===== src/rtl/avu_pkg.sv =====
package avu_pkg;
    typedef enum logic {
        MODE_COMPAT = 1'b0,
        MODE_LONG   = 1'b1
    } avu_mode_e;

    localparam logic [1:0] IM_VECTORED = 2'd2;
endpackage


===== src/rtl/avu_mode_fsm.sv =====
module avu_mode_fsm
    import avu_pkg::*;
(
    input  logic clk,
    input  logic rst_n,
    input  logic mode_req_i,
    output logic long_o
);
    avu_mode_e state_q, state_d;

    always_comb begin
        state_d = state_q;
        unique case (state_q)
            MODE_COMPAT: if (mode_req_i)  state_d = MODE_LONG;   // TO_LONG
            MODE_LONG:   if (!mode_req_i) state_d = MODE_COMPAT; // TO_COMPAT
        endcase
    end

    always_ff @(posedge clk or negedge rst_n) begin
        if (!rst_n) state_q <= MODE_COMPAT;
        else        state_q <= state_d;
    end

    always_comb begin
        long_o = (state_q == MODE_LONG);
    end

    AST_MODE_ENTER: assert property (@(posedge clk) disable iff (!rst_n)
        (rst_n && mode_req_i) |=> long_o);
    AST_MODE_EXIT: assert property (@(posedge clk) disable iff (!rst_n)
        (rst_n && !mode_req_i) |=> !long_o);
endmodule


===== src/rtl/avu_page_reg.sv =====
module avu_page_reg #(
    parameter int PAGE_W = 8
) (
    input  logic              clk,
    input  logic              rst_n,
    input  logic              long_i,
    input  logic              wr_i,
    input  logic [PAGE_W-1:0] data_i,
    output logic [PAGE_W-1:0] page_o
);
    logic [PAGE_W-1:0] page_q;

    always_ff @(posedge clk or negedge rst_n) begin
        if (!rst_n)              page_q <= '0;
        else if (wr_i && long_i) page_q <= data_i;
    end

    assign page_o = page_q;

    AST_PAGE_LOCKED: assert property (@(posedge clk) disable iff (!rst_n)
        (rst_n && !long_i) |=> $stable(page_o));
    AST_PAGE_TAKE: assert property (@(posedge clk) disable iff (!rst_n)
        (rst_n && long_i && wr_i) |=> (page_o == $past(data_i)));
endmodule


===== src/rtl/avu_vec_reg.sv =====
module avu_vec_reg #(
    parameter int VEC_W = 16
) (
    input  logic             clk,
    input  logic             rst_n,
    input  logic             wr_i,
    input  logic [VEC_W-1:0] data_i,
    output logic [VEC_W-1:0] vec_o
);
    logic [VEC_W-1:0] vec_q;

    always_ff @(posedge clk or negedge rst_n) begin
        if (!rst_n)    vec_q <= '0;
        else if (wr_i) vec_q <= data_i;
    end

    assign vec_o = vec_q;

    AST_VEC_HOLD: assert property (@(posedge clk) disable iff (!rst_n)
        (rst_n && !wr_i) |=> $stable(vec_o));
endmodule


===== src/rtl/avu_rfsh.sv =====
module avu_rfsh #(
    parameter int CNT_W = 7
) (
    input  logic           clk,
    input  logic           rst_n,
    input  logic           fetch_i,
    input  logic           wr_i,
    input  logic [CNT_W:0] data_i,
    output logic [CNT_W:0] rf_o
);
    logic [CNT_W:0] rf_q;

    always_ff @(posedge clk or negedge rst_n) begin
        if (!rst_n)       rf_q <= '0;
        else if (wr_i)    rf_q <= data_i;
        else if (fetch_i) rf_q[CNT_W-1:0] <= rf_q[CNT_W-1:0] + CNT_W'(1);
    end

    assign rf_o = rf_q;

    AST_RFSH_STEP: assert property (@(posedge clk) disable iff (!rst_n)
        (rst_n && fetch_i && !wr_i) |=>
        (rf_o[CNT_W-1:0] == $past(rf_o[CNT_W-1:0]) + CNT_W'(1)));
    AST_RFSH_TOP_HOLD: assert property (@(posedge clk) disable iff (!rst_n)
        (rst_n && !wr_i) |=> (rf_o[CNT_W] == $past(rf_o[CNT_W])));
    AST_RFSH_WR_WINS: assert property (@(posedge clk) disable iff (!rst_n)
        (rst_n && wr_i) |=> (rf_o == $past(data_i)));
endmodule


===== src/rtl/addr_vec_unit.sv =====
module addr_vec_unit
    import avu_pkg::*;
#(
    parameter int LOG_W    = 16,
    parameter int PAGE_W   = 8,
    parameter int VEC_W    = 16,
    parameter int DEV_W    = 8,
    parameter int RF_CNT_W = 7
) (
    input  logic                    clk,
    input  logic                    rst_n,
    input  logic                    mode_long_i,
    input  logic [LOG_W+PAGE_W-1:0] addr_i,
    input  logic                    opfetch_i,
    input  logic                    iack_i,
    input  logic [1:0]              im_sel_i,
    input  logic [DEV_W-1:0]        dev_byte_i,
    input  logic                    wr_page_i,
    input  logic                    wr_vec_i,
    input  logic                    wr_rfsh_i,
    input  logic [VEC_W-1:0]        wr_data_i,
    output logic                    long_mode_o,
    output logic [LOG_W+PAGE_W-1:0] phys_addr_o,
    output logic                    vec_valid_o,
    output logic [VEC_W+DEV_W-1:0]  vec_addr_o,
    output logic [PAGE_W-1:0]       page_o,
    output logic [VEC_W-1:0]        vec_o,
    output logic [RF_CNT_W:0]       rfsh_o
);
    localparam int PHYS_W = LOG_W + PAGE_W;
    localparam int RF_W   = RF_CNT_W + 1;

    logic long_q;

    avu_mode_fsm u_mode (
        .clk        (clk),
        .rst_n      (rst_n),
        .mode_req_i (mode_long_i),
        .long_o     (long_q)
    );

    avu_page_reg #(.PAGE_W(PAGE_W)) u_page (
        .clk    (clk),
        .rst_n  (rst_n),
        .long_i (long_q),
        .wr_i   (wr_page_i),
        .data_i (wr_data_i[PAGE_W-1:0]),
        .page_o (page_o)
    );

    avu_vec_reg #(.VEC_W(VEC_W)) u_vec (
        .clk    (clk),
        .rst_n  (rst_n),
        .wr_i   (wr_vec_i),
        .data_i (wr_data_i),
        .vec_o  (vec_o)
    );

    avu_rfsh #(.CNT_W(RF_CNT_W)) u_rfsh (
        .clk     (clk),
        .rst_n   (rst_n),
        .fetch_i (opfetch_i),
        .wr_i    (wr_rfsh_i),
        .data_i  (wr_data_i[RF_W-1:0]),
        .rf_o    (rfsh_o)
    );

    always_comb begin
        long_mode_o = long_q;
        if (long_q) phys_addr_o = addr_i;
        else        phys_addr_o = {page_o, addr_i[LOG_W-1:0]};
        vec_valid_o = iack_i && (im_sel_i == IM_VECTORED);
        vec_addr_o  = {vec_o, dev_byte_i};
    end

    AST_LONG_PASS: assert property (@(posedge clk) disable iff (!rst_n)
        long_mode_o |-> (phys_addr_o == addr_i));
    AST_COMPAT_PAGE: assert property (@(posedge clk) disable iff (!rst_n)
        !long_mode_o |-> (phys_addr_o[PHYS_W-1:LOG_W] == page_o));
    AST_VEC_QUIET: assert property (@(posedge clk) disable iff (!rst_n)
        (im_sel_i != IM_VECTORED) |-> !vec_valid_o);
endmodule


===== config.mk =====
export PLATFORM = sky130hd
export DESIGN_NAME = addr_vec_unit
export DESIGN_NICKNAME = d
export VERILOG_FILES = /design/src/rtl/avu_pkg.sv /design/src/rtl/avu_mode_fsm.sv /design/src/rtl/avu_page_reg.sv /design/src/rtl/avu_vec_reg.sv /design/src/rtl/avu_rfsh.sv /design/src/rtl/addr_vec_unit.sv
export SDC_FILE = /design/constraint.sdc
export NUM_CORES = 1
export LEC_CHECK = 0
export ABC_AREA = 1
export BUFFER_PORTS_ARGS = -buffer_cell sky130_fd_sc_hd__buf_2
export CELL_PAD_IN_SITES_DETAIL_PLACEMENT = 2
export CELL_PAD_IN_SITES_GLOBAL_PLACEMENT = 2
export CORE_MARGIN = 2
export CORE_UTILIZATION = 22
export CTS_BUF_LIST = sky130_fd_sc_hd__clkbuf_2 sky130_fd_sc_hd__clkbuf_4 sky130_fd_sc_hd__clkbuf_8
export CTS_CLUSTER_SIZE = 12
export DETAILED_ROUTE_END_ITERATION = 16
export PLACE_DENSITY = 0.8
export SETUP_SLACK_MARGIN = 0.2
export SLEW_MARGIN = 30
export SYNTH_ARGS = -nofsm -noshare
export SYNTH_HDL_FRONTEND = slang
export SYNTH_SLANG_ARGS = --single-unit

===== constraint.sdc =====
create_clock -name clk -period 1.45 [get_ports clk]
set_input_delay 0.29 -clock clk [delete_from_list [all_inputs] [get_ports clk]]
set_output_delay 0.29 -clock clk [all_outputs]
set_load 0.005 [all_outputs]

== Word level (Yosys, flattened, before mapping) ==
Index checks and enable logic that the tools add are counted.

* Add/subtract/negate cells: 1
* $mul: 0
* Div/mod/pow operators: 0
* Magnitude comparators: 0
* Equality and inequality tests: 1
* Shift-type cells: 0
* Muxes and demuxes: 4
* Bitwise gates (word level): 0
* Reductions and logical operators: 3

{| class="wikitable"
|+ Operators by type and width
! operator !! number
|-
| $mux 24 || 1
|-
| $mux 7 || 2
|-
| $add 7x1->7 const B || 1
|-
| $eq 2x2->1 const B || 1
|-
| $logic_and 1x1->1 || 2
|-
| $reduce_bool 2->1 || 1
|-
| $mux 1 || 1
|}

* Register bits: 33
* Bits in latches: 0
* Memory bits (writable): 0
* ROM bits: 0
* Bits of input ports: 58
* Word-level logic and storage cells: 14
* Memories: 0

== Longest topological paths before layout ==
Gate-level depths: netlist (run 1).

* Word-level depth: 3
* Depth in mapped cells: 6

== Hierarchy ==
A second synthesis (run 1) with hierarchy kept.

* Cell total of the unflattened synthesis: 225
* Area, all modules: 1,909.3 um2

{| class="wikitable"
|+ Modules (own cells, without submodules)
! module !! times used !! cells each !! area each (um2) !! sequential area each (um2)
|-
| avu_vec_reg || 1 || 68 || 644.4 || 400.4
|-
| avu_rfsh || 1 || 53 || 484.2 || 200.2
|-
| addr_vec_unit || 1 || 68 || 412.9 || 0.0
|-
| avu_page_reg || 1 || 35 || 342.8 || 200.2
|-
| avu_mode_fsm || 1 || 1 || 25.0 || 25.0
|}

== Worst setup path after synthesis (run 1) ==
OpenSTA, ideal clock, no wires.

* Kind: flip-flop to output port
* Start point: register u_mode.state_q, in the netlist u_mode.long_o
* End point: output phys_addr_o[16]
* Data arrival time: 0.854 ns
* Path slack: 0.306 ns
* Cell stages (with the launch flop): 3
* Buffers on the path: 1
* Cells stage by stage: dfrtp_1 > buf_4 > mux2_2

* Longest elaborated chain between the ends: 1

{| class="wikitable"
|+ Ends and longest elaborated chain
! item !! RTL line !! RTL
|-
| start: declaration || avu_mode_fsm.sv:9 || <nowiki>avu_mode_e state_q, state_d;</nowiki>
|-
| start signal: assignment || avu_mode_fsm.sv:21 || <nowiki>else state_q <= state_d;</nowiki>
|-
| $mux 24 || addr_vec_unit.sv:70 || <nowiki>if (long_q) phys_addr_o = addr_i;</nowiki>
|-
| end: declaration || addr_vec_unit.sv:23 || <nowiki>output logic [LOG_W+PAGE_W-1:0] phys_addr_o,</nowiki>
|}

No other way between the ends.

== Worst setup path in the final report (run 1) ==
* Start point: register u_mode.state_q, in the netlist u_mode.long_o
* End point: output phys_addr_o[20]

Same word-level chain as after synthesis.

==> reports/results.tsv, run 1 <==
stage	metric	value	unit
cts	cts_made_buffers	5	
final_layout	layout.filler_cells	933	
die	die_y	95.1	um
critical_path	path_cells	buf_6 > mux2_2 > buf_6	
critical_path	endpoint_kind	output pin	
pwr	ir_worst_vdd	0.502	mV
cts	ctsHtreeMaxLevel	2	
timing	tightest_slew	0.298	ns
die	initial_core_util	22.5	%
routing	via_count	1470	
grt	grt_antenna_before_repair	0	
grt	grt_pass1_vias	1568	
die	die-width	95.1	um
pwr	pwr_density_cell	1090	nW/um2
final_layout	multiInputGateArea	636	um2
critical_path	path_max_fanout	5	
die	placement_rows	33	
placement	hpwlAfterDp	4100	um
routing	vias_per_cell	4.19	
grt	fraction_of_met1_tracks_used_by_global_routing	11.1	%
final_layout	flow.area_growth_from_synthesis	28.0	%
hold_path	worst_min_delay_path_category	primary input to flop	
grt	grt_max_degree	17	
timing	hold_violations	0	
die	top_level_ports	140	
critical_path	crit_slowest_cell	sky130_fd_sc_hd__dfrtp_2	
final_layout	antenna_cells	0	
critical_path	startpoint_type	flop	
pwr	leakage	0.00117	uW
critical_path	r2r-start	u_mode.long_o$_DFF_PN0_	
critical_path	path_common_cell	sky130_fd_sc_hd__buf_6	
placement	placed_area	2090	um2
timing	grt_setup_unrepaired	true	
placement	port-buffer-count	91	
flow_run	drv_cap	0	
critical_path	launch_point_of_the_critical_path	u_mode.long_o$_DFF_PN0_	
grt	gr-usage-met3	2.29	%
timing	finalClockSkew	0.00649	ns
timing	slew_headroom	80.1	%
final_layout	post_route_cells_drive_above_1_share	56.9	%
outcome	failed_checks	setup timing	
yosys	yosysUniqueCellTypes	23	
yosys	synthCells	183	
routing	wl_per_cell	15.0	um
routing	drc_errors	0	
placement	place_congestion	0.751	
final_layout	layout_common_cells	sky130_fd_sc_hd__buf_2 (88), sky130_fd_sc_hd__dfrtp_1 (32), sky130_fd_sc_hd__nand2_1 (17)	
routing	ant_nets	0	
timing	maxClockFrequency	0.656	GHz
timing	timing.setup.tns	-0.546	ns
yosys	syn-cell-area	1830	um2
die	dieArea	9050	um2
die	core	8130	um2
grt	groute.usage.overall	10.9	%
critical_path	worst-endpoint-arrival	1.23	ns
grt	global_route.usage.met2	21.6	%
final_layout	final-seq-area	827	um2
cts	cts_sinks	33	
yosys	synth_seq_cells	33	
final_layout	finalInstanceArea	2340	um2
cts	path_clk_slew	0.07	ns
yosys	yosys-top-cells-area	sky130_fd_sc_hd__dfrtp_1 (45%), sky130_fd_sc_hd__buf_4 (17%), sky130_fd_sc_hd__mux2_2 (7.4%), sky130_fd_sc_hd__nand2_1 (4.5%), sky130_fd_sc_hd__mux2_4 (3.3%)	
cts	clkLatencyLatePin	0.28	ns
yosys	synth_top_cell_by_area	sky130_fd_sc_hd__dfrtp_1	
outcome	run_status	finished, violations left	
final_layout	layout.cells.most_common	sky130_fd_sc_hd__buf_2	
yosys	synth_top_area_share	45.2	%
timing	final.setup.worst_slack	-0.0745	ns
final_layout	final_core_util	28.7	%
cts	clock-root-buffer	sky130_fd_sc_hd__clkbuf_8	
hold_path	hold_start	mode_long_i	
routing	detail_route.wirelength	5270	um
timing	timing.final.crit_share	105	%
grt	grt_first_pass_wirelength	7730	um
final_layout	design.final.nets	304	
critical_path	worst_path_largest_cell_delay	0.38	ns
grt	total_global_routing_overflow	0	
grt	grt.busiest_layer	met2	
routing	drt_first_iter_violations	64	
cts	tritoncts	built	
yosys	yosysWarningCount	0	
timing	setup_viol	8	
timing	final_period_minus_worst_setup_slack	1.52	ns
timing	number_of_pins_exceeding_their_max_slew_limit_in_the_final_report	0	
cts	cts.path.max_buffers	2	
critical_path	critPathKind	flop to output pin	
yosys	synth.yosys.seq_area_share	45.2	%
routing	drt_first_pass_iters	4	
yosys	synth_nets	242	
critical_path	crit_required	1.16	ns
yosys	syn_area_per_cell	9.98	um2
final cells by class:
type | instances | share of cell area, %
Sequential cell | 33 | 35.4
Multi-Input combinational cell | 92 | 27.2
Timing Repair Buffer | 100 | 24.6
Tap cell | 105 | 5.62
Clock buffer | 7 | 3.85
Inverter | 13 | 2.09
Clock inverter | 1 | 1.28
routing by layer:
metal  share of wire (%)  wire, um
met1                  35      1850
met2                  57      3030
met3                 6.0       315
met4                 1.5        81
met5                   0         0
worst max-delay path: cells and delay by family (launching register included):
family	cells	cell delay [ns]
mux	1	0.34
flops	1	0.38
buf+inv	2	0.24
Yosys cell counts:
library cell / count
sky130_fd_sc_hd__o21ai_1: 8
sky130_fd_sc_hd__mux2_2: 12
sky130_fd_sc_hd__nor2_4: 2
sky130_fd_sc_hd__nand2_4: 1
sky130_fd_sc_hd__o211ai_1: 1
sky130_fd_sc_hd__a21oi_1: 9
sky130_fd_sc_hd__a22oi_1: 4
sky130_fd_sc_hd__nor2_1: 14
sky130_fd_sc_hd__inv_2: 2
sky130_fd_sc_hd__mux2_4: 4
sky130_fd_sc_hd__dfrtp_1: 33
sky130_fd_sc_hd__ha_1: 1
sky130_fd_sc_hd__inv_1: 11
sky130_fd_sc_hd__nand3_1: 7
sky130_fd_sc_hd__o21bai_1: 2
sky130_fd_sc_hd__nand2_1: 22
sky130_fd_sc_hd__buf_8: 1
sky130_fd_sc_hd__buf_6: 3
sky130_fd_sc_hd__a22oi_2: 1
sky130_fd_sc_hd__xor2_1: 1
sky130_fd_sc_hd__o21ai_0: 1
sky130_fd_sc_hd__buf_4: 42
sky130_fd_sc_hd__o31ai_2: 1
final timing paths:
kind,end,slack (ns),cells after the start
setup / recovery,phys_addr_o[20],-0.07,3
hold / removal,u_mode.long_o$_DFF_PN0_,0.12,1
setup reg to reg,u_page.page_o[0]$_DFFE_PN0P_,0.25,7
hold reg to reg,u_page.page_o[4]$_DFFE_PN0P_,0.51,2
max in group asynchronous,u_page.page_o[2]$_DFFE_PN0P_,0.55,3
min in group asynchronous,u_vec.vec_o[10]$_DFFE_PN0P_,0.46,2
kinds of logic (layout without fill, tap and decap cells):
family                     after synthesis  after routing  synth area share (%)
buffers and inverters                   59            121                  22.6
DFF                                     33             33                  45.2
muxes                                   16             16                  10.7
xor gates and xnor gates                 1              1                 0.480
AOI/OAI and AO/OA                       27             27                  9.18
adders and majority gates                1              1                 0.685
and+or+nand+nor                         46             47                  11.2
stage by stage:
step                instances  total power (uW)  hold slack [ns]  worst slack (ns)
finish                    351              2560            0.124           -0.0745
global route              351              2710            0.115            -0.116
CTS                       349              2580            0.115           -0.0877
detailed placement        337              1630            0.199            0.0751
global placement          337              1600            0.194             0.108
floorplan                 183              1440         -0.00559             0.306
report_power, final:
group / internal [uW] / total [uW] / switching (uW) / leakage [uW]
logic: 283 / 536 / 252 / 0.000724
clock network: 579 / 916 / 336 / 0.0000619
registers: 1020 / 1110 / 91.9 / 0.000389
what timing repair did:
action,4_1_cts,5_1_grt
resized for setup,6,14
endpoints found under the setup margin,9,16
endpoints found under the hold margin,10,0
pin swaps,0,1
buffers inserted,3,1
hold buffers,1,0
gates cloned,0,1
flip-flops by register name, indices dropped and copies added (netlist names):
name and cells:
u_page.page_o 8, u_mode.long_o 1, u_vec.vec_o 16, u_rfsh.rf_o 8
Note: power is estimated with default switching activity, not from simulation.
==> run 2, diff against run 1 <==
--- a/config.mk
+++ b/config.mk
@@ -10,11 +10,11 @@
 export CELL_PAD_IN_SITES_DETAIL_PLACEMENT = 2
 export CELL_PAD_IN_SITES_GLOBAL_PLACEMENT = 2
 export CORE_MARGIN = 2
-export CORE_UTILIZATION = 22
+export CORE_UTILIZATION = 23
 export CTS_BUF_LIST = sky130_fd_sc_hd__clkbuf_2 sky130_fd_sc_hd__clkbuf_4 sky130_fd_sc_hd__clkbuf_8
 export CTS_CLUSTER_SIZE = 12
 export DETAILED_ROUTE_END_ITERATION = 16
-export PLACE_DENSITY = 0.8
+export PLACE_DENSITY = 0.83
 export SETUP_SLACK_MARGIN = 0.2
 export SLEW_MARGIN = 30
 export SYNTH_ARGS = -nofsm -noshare
==> constraint.sdc (replaced) <==
create_clock -name clk -period 1.9 [get_ports clk]
set_input_delay 0.38 -clock clk [delete_from_list [all_inputs] [get_ports clk]]
set_output_delay 0.38 -clock clk [all_outputs]
set_load 0.005 [all_outputs]
==> run 2 against run 1 <==
  * Sequential share of layout area up 2.8 points
  * Clock skew down 0.0053 ns
  * Clock-buffer cell count down 1
  * Clock power down 43%
  * Critical path type unchanged
  * The flow now finishes without violations
==> reports/results.tsv, run 2 (synthesis gave the netlist of run 1 again) <==
stage	metric	value	unit	change
cts	hold_buffers	0		-1
critical_path	crit_slowest_cell	sky130_fd_sc_hd__dfrtp_2		
final_layout	largest_register_ff_count	16		unchanged
timing	slew_headroom	47.8	%	-32 points
cts	tritoncts	built		
critical_path	launch_point_of_the_critical_path	u_mode.long_o$_DFF_PN0_		
timing	final.setup.worst_slack	0.261	ns	+0.336 ns
outcome	run_status	finished, final reports clean		
final_layout	post_route_cells_drive_above_1_share	52.9	%	-4.0 points
final_layout	layout.cells.most_common	sky130_fd_sc_hd__buf_2		
die	die-width	93.1	um	-2.1%
final_layout	flow.area_growth_from_synthesis	18.6	%	
grt	groute.usage.overall	11.7	%	+0.78 points
critical_path	crit_required	1.52	ns	+0.36 ns
timing	finalClockSkew	0.00120	ns	-0.00529 ns
critical_path	path_max_fanout	4		-1
cts	clock-root-buffer	sky130_fd_sc_hd__clkbuf_8		
hold_path	worst_min_delay_path_category	primary input to asynchronous set/reset pin		
placement	detailedPlace.worstSlack	0.387	ns	+0.312 ns
grt	total_global_routing_overflow	0		unchanged
final_layout	layout.filler_cells	900		-3.5%
cts	clkLatencyLatePin	0.28	ns	about the same
final_layout	design.final.nets	298		-2.0%
die	die_y	93.1	um	-2.1%
timing	number_of_pins_exceeding_their_max_slew_limit_in_the_final_report	0		unchanged
routing	via_count	1432		-2.6%
placement	port-buffer-count	91		unchanged
grt	grt_first_pass_wirelength	7990	um	+3.4%
timing	setup_viol	0		-8
critical_path	endpoint_kind	output pin		
critical_path	worst_path_largest_cell_delay	0.39	ns	about the same
final_layout	antenna_cells	0		unchanged
timing	hold_violations	0		unchanged
die	core	7730	um2	-5.0%
cts	ctsHtreeMaxLevel	2		unchanged
timing	timing.final.crit_share	86.3	%	
grt	grt_max_degree	34		+17
timing	grt_setup_unrepaired	true		
cts	cts_sinks	33		unchanged
critical_path	worst-endpoint-arrival	1.26	ns	+0.03 ns
pwr	pwr_density_cell	802	nW/um2	-27%
placement	place_congestion	0.716		-4.6%
routing	drt_first_pass_iters	4		unchanged
critical_path	startpoint_type	flop		
placement	hpwlAfterDp	3940	um	-3.9%
timing	maxClockFrequency	0.610	GHz	
die	top_level_ports	140		unchanged
die	placement_rows	32		-3.0%
die	dieArea	8670	um2	-4.2%
placement	place.detailed.instances	330		-2.1%
critical_path	cpLargestDelayFamily	flip-flops		
routing	drc_errors	0		unchanged
timing	timing.setup.tns	0	ns	+0.546 ns
cts	path_clk_slew	0.07	ns	about the same
routing	wl_per_cell	14.7	um	-2.4%
routing	ant_nets	0		unchanged
pwr	leakage	0.00112	uW	-4.5%
timing	final_period_minus_worst_setup_slack	1.64	ns	
timing	tightest_slew	0.783	ns	+0.484 ns
cts	cts_made_buffers	5		unchanged
grt	grt_antenna_before_repair	0		unchanged
grt	grt_pass1_vias	1530		-2.4%
flow_run	drv_cap	0		unchanged
critical_path	critical_path.n_buffers_inverters	2		unchanged
cts	cts.path.max_buffers	2		unchanged
critical_path	ff2ff_setup_slack	0.70	ns	+0.45 ns
routing	vias_per_cell	4.19		about the same
final_layout	post_layout_nonfiller_instances	342		-2.6%
routing	detail_route.wirelength	5020	um	-4.9%
routing	drt_first_iter_violations	18		-72%
critical_path	critPathKind	flop to output pin		
final_layout	layout_common_cells	sky130_fd_sc_hd__buf_2 (91), sky130_fd_sc_hd__dfrtp_1 (32), sky130_fd_sc_hd__nand2_1 (22)		
critical_path	r2r-start	u_rfsh.rf_o[0]$_DFFE_PN0P_		
die	initial_core_util	23.6	%	+1.2 points
critical_path	path_cells	buf_4 > mux2_2 > buf_2		
pwr	ir_worst_vdd	0.239	mV	-52%
## run 2: cell types whose count changed in the layout (fill, tap and decap cells not counted), sizes merged
cell	previous run	this run
dlygate4sd3	1	0
nand2	24	23
clkbuf	7	6
buf	99	95
bufinv	1	0
clkinv	0	2
## run 2: final cells by class
type	count	area, um2	area share [%]
flip-flops and latches	33	827	38.2
multi-input cells	91	588	27.1
repair buffers	95	489	22.6
well taps	102	128	5.89
clock buffers	6	76.3	3.52
inverters	13	48.8	2.25
clock inverters	2	10.0	0.462
## run 2: final timing paths
kind / cells after the start / endpoint
setup reg to reg: 4 / u_rfsh.rf_o[2]$_DFFE_PN0P_
hold reg to reg: 1 / u_vec.vec_o[9]$_DFFE_PN0P_
min in group clk: 1 / u_mode.long_o$_DFF_PN0_
max in group asynchronous: 1 / u_mode.long_o$_DFF_PN0_
setup / recovery: 3 / phys_addr_o[20]
hold / removal: 1 / u_page.page_o[2]$_DFFE_PN0P_
## run 2: through the flow
stage          hold WS, ns  utilization (%)  total power, uW  instance area, um2
6_report             0.181             28.0             1740                2170
3_5_place_dp         0.492             26.5             1230                2050
5_1_grt              0.187             28.0             1880                2170
2_1_floorplan       0.0844                -             1100                1830
3_3_place_gp         0.493             26.5             1210                2050
4_1_cts              0.189             27.6             1790                2130
## run 2: where the power goes
part | leakage (uW) | internal [uW] | switching, uW | total, uW
sequential | 0.000389 | 776 | 66.2 | 843
clock | 0.0000484 | 268 | 257 | 525
combinational | 0.000685 | 191 | 179 | 370
## run 2: per-layer routing
metal	part of all wire [%]	routed length, um	vias up	track usage [%]
met5	0	0	-	0
met2	50	2490	61	19.9
met3	7.5	375	6	3.55
li1	-	-	666	-
met1	42	2120	699	14.6
met4	0.50	25	0	2.82
## run 2: repair_timing
item	4_1_cts	5_1_grt
endpoints found under the setup margin	8	8
pin swaps	0	0
resized for setup	1	2
buffers inserted	0	4
==> run 3, diff against run 2 <==
--- a/config.mk
+++ b/config.mk
@@ -14,9 +14,10 @@
 export CTS_BUF_LIST = sky130_fd_sc_hd__clkbuf_2 sky130_fd_sc_hd__clkbuf_4 sky130_fd_sc_hd__clkbuf_8
 export CTS_CLUSTER_SIZE = 12
 export DETAILED_ROUTE_END_ITERATION = 16
-export PLACE_DENSITY = 0.83
+export PLACE_DENSITY = 0.85
 export SETUP_SLACK_MARGIN = 0.2
 export SLEW_MARGIN = 30
 export SYNTH_ARGS = -nofsm -noshare
 export SYNTH_HDL_FRONTEND = slang
+export SYNTH_HIERARCHICAL = 1
 export SYNTH_SLANG_ARGS = --single-unit
==> run 3 against run 2 <==
  * Area after synthesis is 4.5% higher
  * Core utilization shrank 0.45 points
  * Die area increased by 4.3%
  * Clock-buffer cell count increased by 1
  * Critical path depth grew 1
  * Clock skew rose by 0.0042 ns
  * Via count up 14%
  * Clock power increased by 33%
  * Sequential power grew 0.5%
  * Synthesized cell count is 23% higher
  * Final cell count increased by 12%
  * Power rose by 10%
  * Largest power group unchanged
  * Highest routed layer unchanged
==> reports/results.tsv, run 3 <==
stage	metric	value	unit	change
yosys	synth_nets	284		+17%
placement	hpwlAfterDp	4410	um	+12%
die	dieArea	9050	um2	+4.3%
grt	grt_first_pass_wirelength	8560	um	+7.2%
pwr	total_power	1910	uW	+10%
critical_path	path_max_fanout	11		+7
cts	tritoncts	built		
grt	groute.usage.overall	12.3	%	+0.58 points
cts	path_clk_slew	0.07	ns	about the same
timing	timing.final.crit_share	80.5	%	-5.8 points
routing	via_count	1630		+14%
critical_path	critPathKind	flop to output pin		
cts	cts.path.max_buffers	2		unchanged
die	die-width	95.1	um	+2.1%
placement	placed_area	2120	um2	+3.8%
cts	cts_made_buffers	5		unchanged
yosys	yosysUniqueCellTypes	25		+8.7%
yosys	syn-cell-area	1910	um2	+4.5%
final_layout	post_route_cells_drive_above_1_share	42.7	%	-10 points
yosys	most_numerous_cell_types_in_the_synthesized_netlist	sky130_fd_sc_hd__nand2_1 (96), sky130_fd_sc_hd__buf_4 (40), sky130_fd_sc_hd__dfrtp_1 (33), sky130_fd_sc_hd__nand3_1 (12)		
critical_path	worst-endpoint-arrival	1.15	ns	-0.11 ns
cts	ctsHtreeMaxLevel	2		unchanged
final_layout	antenna_cells	0		unchanged
timing	tightest_slew	0.440	ns	-0.343 ns
timing	hold_violations	0		unchanged
final_layout	finalInstanceArea	2240	um2	+3.6%
critical_path	startpoint_type	flop		
critical_path	crit_required	1.52	ns	about the same
pwr	ir_worst_vdd	0.323	mV	+35%
timing	timing.setup.tns	0	ns	unchanged
pwr	pwr_density_cell	852	nW/um2	+6.2%
final_layout	layout_common_cells	sky130_fd_sc_hd__nand2_1 (96), sky130_fd_sc_hd__buf_2 (91), sky130_fd_sc_hd__dfrtp_1 (32)		
grt	grt_max_degree	34		unchanged
flow_run	drv_cap	0		unchanged
cts	clkLatencyLatePin	0.28	ns	about the same
yosys	synth_top_area_share	43.3	%	-2.0 points
die	core	8130	um2	+5.3%
timing	final_period_minus_worst_setup_slack	1.53	ns	-0.110 ns
placement	port-buffer-count	91		unchanged
pwr	leakage	0.00126	uW	+13%
cts	clock-root-buffer	sky130_fd_sc_hd__clkbuf_8		
yosys	synth.yosys.seq_area_share	43.3	%	-2.0 points
cts	cts_sinks	33		unchanged
placement	place_congestion	0.780		+8.9%
yosys	yosysWarningCount	6		+6
timing	grt_setup_unrepaired	false		
yosys	synth_seq_cells	33		unchanged
final_layout	design.final.nets	337		+13%
grt	grt_antenna_before_repair	0		unchanged
grt	total_global_routing_overflow	0		unchanged
cts	post_cts.repair.setup_buffers	0		unchanged
die	die_y	95.1	um	+2.1%
die	top_level_ports	140		unchanged
yosys	synth_top_flop_cell	sky130_fd_sc_hd__dfrtp_1		
timing	number_of_pins_exceeding_their_max_slew_limit_in_the_final_report	0		unchanged
final_layout	layout.cells.most_common	sky130_fd_sc_hd__nand2_1		
routing	detail_route.wirelength	5490	um	+9.5%
timing	maxClockFrequency	0.654	GHz	+7.2%
routing	ant_nets	0		unchanged
yosys	synth_top_cell_by_area	sky130_fd_sc_hd__dfrtp_1		
grt	grt_pass1_vias	1697		+11%
routing	drt_first_pass_iters	4		unchanged
final_layout	largest_register_ff_count	16		unchanged
routing	vias_per_cell	4.24		+1.4%
yosys	synthMostInstantiatedCell	sky130_fd_sc_hd__nand2_1		
hold_path	worst_min_delay_path_category	primary input to asynchronous set/reset pin		
timing	setup_viol	0		unchanged
final_layout	flow.area_growth_from_synthesis	17.6	%	
yosys	synthCells	225		+23%
yosys	syn_area_per_cell	8.49	um2	-15%
timing	slew_headroom	70.7	%	+23 points
routing	wl_per_cell	14.3	um	-2.5%
routing	drt_first_iter_violations	45		+27
timing	finalClockSkew	0.00536	ns	+0.00416 ns
yosys	yosys-top-cells-area	sky130_fd_sc_hd__dfrtp_1 (43%), sky130_fd_sc_hd__nand2_1 (19%), sky130_fd_sc_hd__buf_4 (16%), sky130_fd_sc_hd__buf_6 (3.5%), sky130_fd_sc_hd__nand3_1 (3.1%)		
critical_path	endpoint_kind	output pin		
timing	fin_hold_ws	0.124	ns	-0.0573 ns
outcome	run_status	finished, final reports clean		
yosys	async_flop_share	100	%	unchanged
yosys	synth_edf_count	0		unchanged
die	placement_rows	33		+3.1%
die	initial_core_util	23.5	%	-0.17 points
routing	drc_errors	0		unchanged
-- run 3: cells by family (layout without fill, tap and decap cells) --
| family | after synthesis | count (layout) | synth area share [%] |
|---|---|---|---|
| simple gates | 124 | 124 | 28.4 |
| buf+inv | 54 | 108 | 22.0 |
| flops | 33 | 33 | 43.3 |
| compound gates | 12 | 12 | 5.18 |
| fa+ha+maj | 1 | 1 | 0.655 |
| mux | 1 | 1 | 0.590 |
-- run 3: what timing repair did --
| action | in CTS | in global routing |
|---|---|---|
| hold buffers | 0 | 0 |
| endpoints found under the hold margin | 0 | 0 |
| resized for setup | 0 | 1 |
| endpoints found under the setup margin | 0 | 8 |
-- run 3: routing by layer --
| metal | part of all wire (%) | GRT usage, % |
|---|---|---|
| met2 | 53 | 23.2 |
| met1 | 38 | 13.7 |
| met3 | 7.8 | 2.77 |
| met4 | 1.0 | 3.38 |
| met5 | 0 | 0 |
-- run 3: worst paths after layout --
path | from | end | slack (ns) | depth (start not counted)
worst max-delay path | u_mode/long_o$_DFF_PN0_ | phys_addr_o[23] | 0.37 | 4
worst min-delay path | rst_n | u_vec/vec_o[14]$_DFFE_PN0P_ | 0.12 | 2
worst max register to register | u_rfsh/rf_o[0]$_DFFE_PN0P_ | u_rfsh/rf_o[6]$_DFFE_PN0P_ | 0.70 | 6
worst min register to register | u_rfsh/rf_o[7]$_DFFE_PN0P_ | u_rfsh/rf_o[7]$_DFFE_PN0P_ | 0.48 | 1
max in group asynchronous | rst_n | u_mode/long_o$_DFF_PN0_ | 1.43 | 2
min in group clk | mode_long_i | u_mode/long_o$_DFF_PN0_ | 0.22 | 1
-- run 3: worst max-delay path, stage by stage, from the launching register on --
cell                      delay (ns)
sky130_fd_sc_hd__dfrtp_2        0.48
sky130_fd_sc_hd__inv_2          0.16
sky130_fd_sc_hd__nand2_1        0.07
sky130_fd_sc_hd__nand2_1        0.06
sky130_fd_sc_hd__buf_2          0.11
-- run 3: cell type report --
type                            instances  area [um2]
Sequential cell                        33         827
Timing Repair Buffer                   93         470
Inverter                                7        31.3
Clock inverter                          1        30.0
Tap cell                              105         131
Clock buffer                            7        90.1
Fill cell                             970        5890
Multi-Input combinational cell        138         664
-- run 3: report_power, final --
group / switching (uW) / leakage [uW] / internal [uW]
Clock: 258 / 0.0000619 / 442
Sequential: 72.5 / 0.000401 / 774
Combinational: 198 / 0.000799 / 167
-- run 3: through the flow --
stage | utilization [%] | instances | setup WS, ns
2_1_floorplan | - | 225 | 0.776
3_3_place_gp | 26.1 | 376 | 0.653
3_5_place_dp | 26.1 | 376 | 0.566
4_1_cts | 27.6 | 384 | 0.244
5_1_grt | 27.6 | 384 | 0.264
6_report | 27.6 | 384 | 0.371
